File: src/rtl/ldw_pkg.sv
package ldw_pkg;
  localparam int WORD_BYTES = 4;
  localparam int WORD_W     = 8 * WORD_BYTES;
  localparam int OFF_W      = $clog2(WORD_BYTES);

  typedef enum logic [1:0] {
    SZ_BYTE = 2'd0,
    SZ_HALF = 2'd1,
    SZ_WORD = 2'd2,
    SZ_WIDE = 2'd3
  } ld_size_e;

  typedef enum logic [2:0] {
    ST_IDLE  = 3'd0,
    ST_ADDR0 = 3'd1,
    ST_DATA0 = 3'd2,
    ST_ADDR1 = 3'd3,
    ST_DATA1 = 3'd4,
    ST_RESP  = 3'd5
  } seq_state_e;

  typedef struct packed {
    logic [OFF_W:0] nbytes;
    logic           misaligned;
    logic           straddle;
  } ld_shape_t;
endpackage

File: src/rtl/ldw_shape_decode.sv
module ldw_shape_decode
  import ldw_pkg::*;
(
  input  logic [OFF_W-1:0] off,
  input  logic [1:0]       size,
  output ld_shape_t        shape
);
  logic [OFF_W:0] nb;
  logic [OFF_W:0] mask;
  logic [OFF_W:0] end_pos;

  always_comb begin
    case (ld_size_e'(size))
      SZ_BYTE: nb = (OFF_W+1)'(1);
      SZ_HALF: nb = (OFF_W+1)'(2);
      default: nb = (OFF_W+1)'(WORD_BYTES);
    endcase
  end

  // low-bit mask of the width: nonzero overlap with the offset means misaligned
  assign mask    = nb - (OFF_W+1)'(1);
  assign end_pos = {1'b0, off} + nb;

  assign shape.nbytes     = nb;
  assign shape.misaligned = |({1'b0, off} & mask);
  assign shape.straddle   = end_pos > (OFF_W+1)'(WORD_BYTES);
endmodule

File: src/rtl/ldw_lane_merge.sv
module ldw_lane_merge
  import ldw_pkg::*;
(
  input  logic [WORD_W-1:0] lo_word,
  input  logic [WORD_W-1:0] hi_word,
  input  logic [OFF_W-1:0]  off,
  input  logic [OFF_W:0]    nbytes,
  input  logic              sgn,
  input  logic              fault,
  output logic [WORD_W-1:0] data
);
  logic [2*WORD_W-1:0] pair_w;
  logic [WORD_W-1:0]   window_w;
  logic                sign_bit;
  logic                unused_hi_top;

  // lower word holds the lower addresses; a byte offset slides the window up
  assign pair_w        = {hi_word, lo_word};
  assign window_w      = pair_w[{off, 3'b000} +: WORD_W];
  assign unused_hi_top = ^hi_word[WORD_W-1 -: 8];

  always_comb begin
    sign_bit = 1'b0;
    for (int i = 1; i <= WORD_BYTES; i++) begin
      if (nbytes == (OFF_W+1)'(i)) sign_bit = window_w[8*i-1];
    end
  end

  for (genvar g = 0; g < WORD_BYTES; g++) begin : g_lane
    logic keep;
    assign keep = (OFF_W+1)'(g) < nbytes;
    assign data[8*g +: 8] = fault ? 8'h00 :
                            keep  ? window_w[8*g +: 8] :
                                    {8{sgn & sign_bit}};
  end
endmodule

File: src/rtl/ldw_seq_ctrl.sv
module ldw_seq_ctrl
  import ldw_pkg::*;
#(
  parameter int WADDR_W = 14
) (
  input  logic               clk,
  input  logic               rst_n,
  input  logic               split_mode,
  input  logic               req_valid,
  output logic               req_ready,
  input  logic [WADDR_W-1:0] req_word,
  input  logic               req_misaligned,
  input  logic               req_straddle,
  output logic               bus_req_valid,
  input  logic               bus_req_ready,
  output logic [WADDR_W-1:0] bus_req_addr,
  input  logic               bus_rsp_valid,
  output logic               cap_lo,
  output logic               cap_hi,
  output logic               rsp_valid,
  input  logic               rsp_ready,
  output logic               rsp_fault
);
  seq_state_e         st;
  logic [WADDR_W-1:0] word_q;
  logic               two_q;
  logic               fault_q;
  logic               refuse;

  assign refuse = req_misaligned && !split_mode;

  always_ff @(posedge clk) begin
    if (!rst_n) begin
      st      <= ST_IDLE;
      word_q  <= '0;
      two_q   <= 1'b0;
      fault_q <= 1'b0;
    end else begin
      case (st)
        ST_IDLE: if (req_valid) begin
          word_q  <= req_word;
          two_q   <= req_straddle;
          fault_q <= refuse;
          st      <= refuse ? ST_RESP : ST_ADDR0;
        end
        ST_ADDR0: if (bus_req_ready) st <= ST_DATA0;
        ST_DATA0: if (bus_rsp_valid) st <= two_q ? ST_ADDR1 : ST_RESP;
        ST_ADDR1: if (bus_req_ready) st <= ST_DATA1;
        ST_DATA1: if (bus_rsp_valid) st <= ST_RESP;
        ST_RESP:  if (rsp_ready)     st <= ST_IDLE;
        default:  st <= ST_IDLE;
      endcase
    end
  end

  assign req_ready     = (st == ST_IDLE);
  assign bus_req_valid = (st == ST_ADDR0) || (st == ST_ADDR1);
  // word counter wraps naturally at the top of the address space
  assign bus_req_addr  = (st == ST_ADDR1) ? word_q + WADDR_W'(1) : word_q;
  assign cap_lo        = (st == ST_DATA0) && bus_rsp_valid;
  assign cap_hi        = (st == ST_DATA1) && bus_rsp_valid;
  assign rsp_valid     = (st == ST_RESP);
  assign rsp_fault     = fault_q;


  bus_hold_chk: assert property (@(posedge clk) disable iff (!rst_n)
    bus_req_valid && !bus_req_ready |=> bus_req_valid && $stable(bus_req_addr));


  strict_fault_chk: assert property (@(posedge clk) disable iff (!rst_n)
    req_valid && req_ready && req_misaligned && !split_mode |=> rsp_valid && rsp_fault && !bus_req_valid);


  resp_after_last_chk: assert property (@(posedge clk) disable iff (!rst_n)
    (cap_hi || (cap_lo && !two_q)) |=> rsp_valid && !rsp_fault);


  single_flight_chk: assert property (@(posedge clk) disable iff (!rst_n)
    rsp_valid && !rsp_ready |=> !req_ready);
endmodule

File: src/rtl/ldw_load_unit.sv
module ldw_load_unit
  import ldw_pkg::*;
#(
  parameter int ADDR_W = 16
) (
  input  logic              clk,
  input  logic              rst_n,
  input  logic              cfg_split,
  input  logic              req_valid,
  output logic              req_ready,
  input  logic [ADDR_W-1:0] req_addr,
  input  logic [1:0]        req_size,
  input  logic              req_signed,
  output logic              rsp_valid,
  input  logic              rsp_ready,
  output logic [31:0]       rsp_data,
  output logic              rsp_fault,
  output logic              bus_req_valid,
  input  logic              bus_req_ready,
  output logic [ADDR_W-3:0] bus_req_addr,
  input  logic              bus_rsp_valid,
  input  logic [31:0]       bus_rsp_data
);
  localparam int WADDR_W = ADDR_W - OFF_W;

  ld_shape_t         shape;
  logic              accept;
  logic              cap_lo, cap_hi;
  logic [OFF_W-1:0]  off_q;
  logic [OFF_W:0]    nb_q;
  logic              sgn_q;
  logic [WORD_W-1:0] lo_q, hi_q;

  ldw_shape_decode u_decode (
    .off   (req_addr[OFF_W-1:0]),
    .size  (req_size),
    .shape (shape)
  );

  ldw_seq_ctrl #(.WADDR_W(WADDR_W)) u_ctrl (
    .clk            (clk),
    .rst_n          (rst_n),
    .split_mode     (cfg_split),
    .req_valid      (req_valid),
    .req_ready      (req_ready),
    .req_word       (req_addr[ADDR_W-1:OFF_W]),
    .req_misaligned (shape.misaligned),
    .req_straddle   (shape.straddle),
    .bus_req_valid  (bus_req_valid),
    .bus_req_ready  (bus_req_ready),
    .bus_req_addr   (bus_req_addr),
    .bus_rsp_valid  (bus_rsp_valid),
    .cap_lo         (cap_lo),
    .cap_hi         (cap_hi),
    .rsp_valid      (rsp_valid),
    .rsp_ready      (rsp_ready),
    .rsp_fault      (rsp_fault)
  );

  assign accept = req_valid && req_ready;

  always_ff @(posedge clk) begin
    if (!rst_n) begin
      off_q <= '0;
      nb_q  <= '0;
      sgn_q <= 1'b0;
      lo_q  <= '0;
      hi_q  <= '0;
    end else begin
      if (accept) begin
        off_q <= req_addr[OFF_W-1:0];
        nb_q  <= shape.nbytes;
        sgn_q <= req_signed;
      end
      if (cap_lo) lo_q <= bus_rsp_data;
      if (cap_hi) hi_q <= bus_rsp_data;
    end
  end

  ldw_lane_merge u_merge (
    .lo_word (lo_q),
    .hi_word (hi_q),
    .off     (off_q),
    .nbytes  (nb_q),
    .sgn     (sgn_q),
    .fault   (rsp_fault),
    .data    (rsp_data)
  );


  rsp_hold_chk: assert property (@(posedge clk) disable iff (!rst_n)
    rsp_valid && !rsp_ready |=> rsp_valid && $stable(rsp_data) && $stable(rsp_fault));


  zext_byte_chk: assert property (@(posedge clk) disable iff (!rst_n)
    rsp_valid && !rsp_fault && !sgn_q && nb_q == (OFF_W+1)'(1) |-> rsp_data[31:8] == 24'h0);


  fault_zero_chk: assert property (@(posedge clk) disable iff (!rst_n)
    rsp_valid && rsp_fault |-> rsp_data == 32'h0);
endmodule

File: config.mk
export PLATFORM = sky130hd
export DESIGN_NAME = ldw_load_unit
export DESIGN_NICKNAME = d
export VERILOG_FILES = /design/src/rtl/ldw_pkg.sv /design/src/rtl/ldw_shape_decode.sv /design/src/rtl/ldw_lane_merge.sv /design/src/rtl/ldw_seq_ctrl.sv /design/src/rtl/ldw_load_unit.sv
export SDC_FILE = /design/constraint.sdc
export NUM_CORES = 1
export LEC_CHECK = 0
export ABC_AREA = 1
export ABC_CLOCK_PERIOD_IN_PS = 3350
export BUFFER_PORTS_ARGS = -buffer_cell sky130_fd_sc_hd__buf_2
export CAP_MARGIN = 20
export CORE_ASPECT_RATIO = 1.1
export CORE_MARGIN = 5
export CORE_UTILIZATION = 60
export CTS_CLUSTER_SIZE = 16
export DETAILED_ROUTE_END_ITERATION = 8
export GPL_TIMING_DRIVEN = 1
export HOLD_SLACK_MARGIN = 0.06
export MAX_ROUTING_LAYER = met4
export PLACE_DENSITY = 0.92
export SYNTH_ARGS = -nofsm -noshare
export SYNTH_HDL_FRONTEND = slang
export SYNTH_HIERARCHICAL = 1
export SYNTH_SLANG_ARGS = --single-unit
File: constraint.sdc
create_clock -name clk -period 3.35 [get_ports clk]
set_input_delay 0.5025 -clock clk [delete_from_list [all_inputs] [get_ports clk]]
set_output_delay 0.5025 -clock clk [all_outputs]
set_load 0.03 [all_outputs]
==> metrics.md <==
| Metric | Value |
|---|---|
| Via count | `5,172` |
| Reg2reg setup slack | `0.94 ns` |
| Die W | `96.4 um` |
| CTS resizes | `0` |
| Final Max Slew Viols | `0` |
| Crit. Startpoint | `nb_q[2]` |
| Worst EP arrival | `2.51 ns` |
| Final period util | `89.9%` |
| Setup violations, final | `0` |
| Max FO, Critical Path | `11` |
| Routed vias/inst | `5.63` |
| Rows | `34` |
| Final RePlAce weighted congestion | `0.988` |
| Max Cap Viol | `0` |
| Post-CTS Setup Bufs | `0` |
| Status | `finished clean` |
| Setup TNS | `0 ns` |
| First-pass GRT wire length | `22.5 mm` |
| Final std cells w/o fill | `919` |
| Die Y | `105 um` |
| Final HPWL from detailed placement | `10.1 mm` |
| Endpoint class of the critical path | `primary output` |
| Mapped cell area | `0.00492 mm^2` |
| Tot GR Track Use | `28.4%` |
| Initial antenna violation count | `1` |
| Sequential cell area | `0.00162 mm^2` |
| Area grow syn2layout | `11.7%` |
| Largest net degree at the start of global routing | `54` |
| Clock Path Buffers | `2` |
| Final net count | `868` |
| GRT Residual Overflow | `0` |
| Min cycle time layout | `3.01 ns` |
| Warnings from Yosys | `6` |
| RSZ-0062 raised after global routing | `false` |
| Maximum vdd drop | `0.000477 V` |
| IO Pins | `108` |
| Worst Hold Launch | `bus_rsp_data[27]` |
| Vias in the first global route | `4,711` |
| DR WL/cell | `15.4 um` |
| RR Startpoint | `u_ctrl/st[2]` |
| Crit path required time | `2.85 ns` |
| Worst setup SP type | `register` |
| Clk sink count | `81` |
| Worst-skew pair later-pin latency | `0.35 ns` |
| Worst Max-Slew Pin Slew | `1.05 ns` |
| Clock Skew | `0.0145 ns` |
| ANT nets after route | `0` |
| Critical path type | `register to primary output` |
| Root Buffer | `clkbuf_8` |
| Cells after Synth | `732` |
| Placed cell area | `0.00529 mm^2` |
| Leakage | `2.63 nW` |
| Power density of the placed cells | `904 mW/mm^2` |
| WHS | `0.372 ns` |
| Final WL | `14.2 mm` |
| Min-Delay Path Class | `input port to register` |
| Number of CTS-inserted buffers | `9` |
| Post-synthesis net count | `794` |
| Drt pass-1 iters | `7` |
| Detailed Route Iter0 Violations | `510` |
| Multi-input gate area | `0.00271 mm^2` |
| Slew HR | `29.6%` |
| Placed cells | `903` |
| Final Util | `69.1%` |
| Fmax | `332 MHz` |
| H-tree depth | `3` |
| Core footprint | `0.00796 mm^2` |
| Worst-path clk slew | `0.09 ns` |
| Hold Vio Cnt, Final | `0` |
| CTS Hold Bufs | `0` |
| Mean area per synthesized cell | `6.73 um^2` |
| Design Area, Final | `0.00550 mm^2` |
| Starting Density | `61.9%` |
| DIE AREA | `0.0101 mm^2` |
| Fillcell total | `711` |
| Buffers on Ports | `107` |
| # DRC | `0` |
| TritonCTS clock tree | `built` |
| Share of cells above drive strength 1 | `21.9%` |
[routing by layer]
metal,part of all wire [%],up-vias,track usage [%]
met3,9.3,31,5.25
met4,3.0,0,10.3
met2,46,269,44.5
li1,-,2541,-
met5,0,-,-
met1,41,2331,36.3
[area by class of cell]
type                            instances  area share [%]
Timing Repair Buffer                  114            10.7
Antenna cell                            1          0.0455
Sequential cell                        81            29.5
Multi-Input combinational cell        539            49.3
Clock buffer                           10            2.32
Inverter                               61            4.25
Tap cell                              108            2.46
Clock inverter                          5            1.48
[path summary, 6_finish.rpt]
path,end,cells past startpoint
worst max register to register,lo_q[1],7
worst min register to register,u_ctrl/word_q[13],2
worst max-delay path,rsp_data[5],6
worst min-delay path,lo_q[27],3
[flip-flops by register name (all words and copies together), names as in the netlist]
register	count
nb_q	3
sgn_q	1
u_ctrl/word_q	14
u_ctrl/two_q	1
u_ctrl/rsp_fault	1
hi_q	24
off_q	2
u_ctrl/st	3
lo_q	32
[worst max-delay path, stage by stage (launching register included)]
cell and delay (ns):
dfxtp_1 0.32, buf_4 0.19, inv_4 0.11, nand2_1 0.31, nor2_1 0.28, a2111oi_1 0.63
buf_2 0.31
[stage by stage]
stage / power [mW] / setup slack, ns
CTS: 4.94 / 0.388
global placement: 4.12 / 0.746
finish: 4.97 / 0.340
floorplan: 3.61 / 0.485
detailed placement: 4.17 / 0.784
global route: 5.29 / 0.199
[placed cells by master (no fill, tap or decap), types with 4 or more instances in the layout]
cell type,instances
nor2_1,167
o21ai_0,115
nand2_1,109
buf_2,107
dfxtp_1,81
inv_1,53
a21oi_1,27
nand3_1,24
a21oi_2,20
o221ai_1,14
clkbuf_8,9
xor2_1,8
buf_4,7
o21ai_1,6
inv_2,6
nor3_1,5
nand2_2,5
a211oi_1,5
a2111oi_0,4
[report_power, final]
group	internal [mW]	switching, mW	leakage [nW]	total [mW]
clock	0.416	0.346	0.102	0.762
combinational	0.809	1.98	1.86	2.79
sequential	1.19	0.227	0.660	1.42
total	2.42	2.56	2.63	4.97
(Power assumes the default switching activity.)
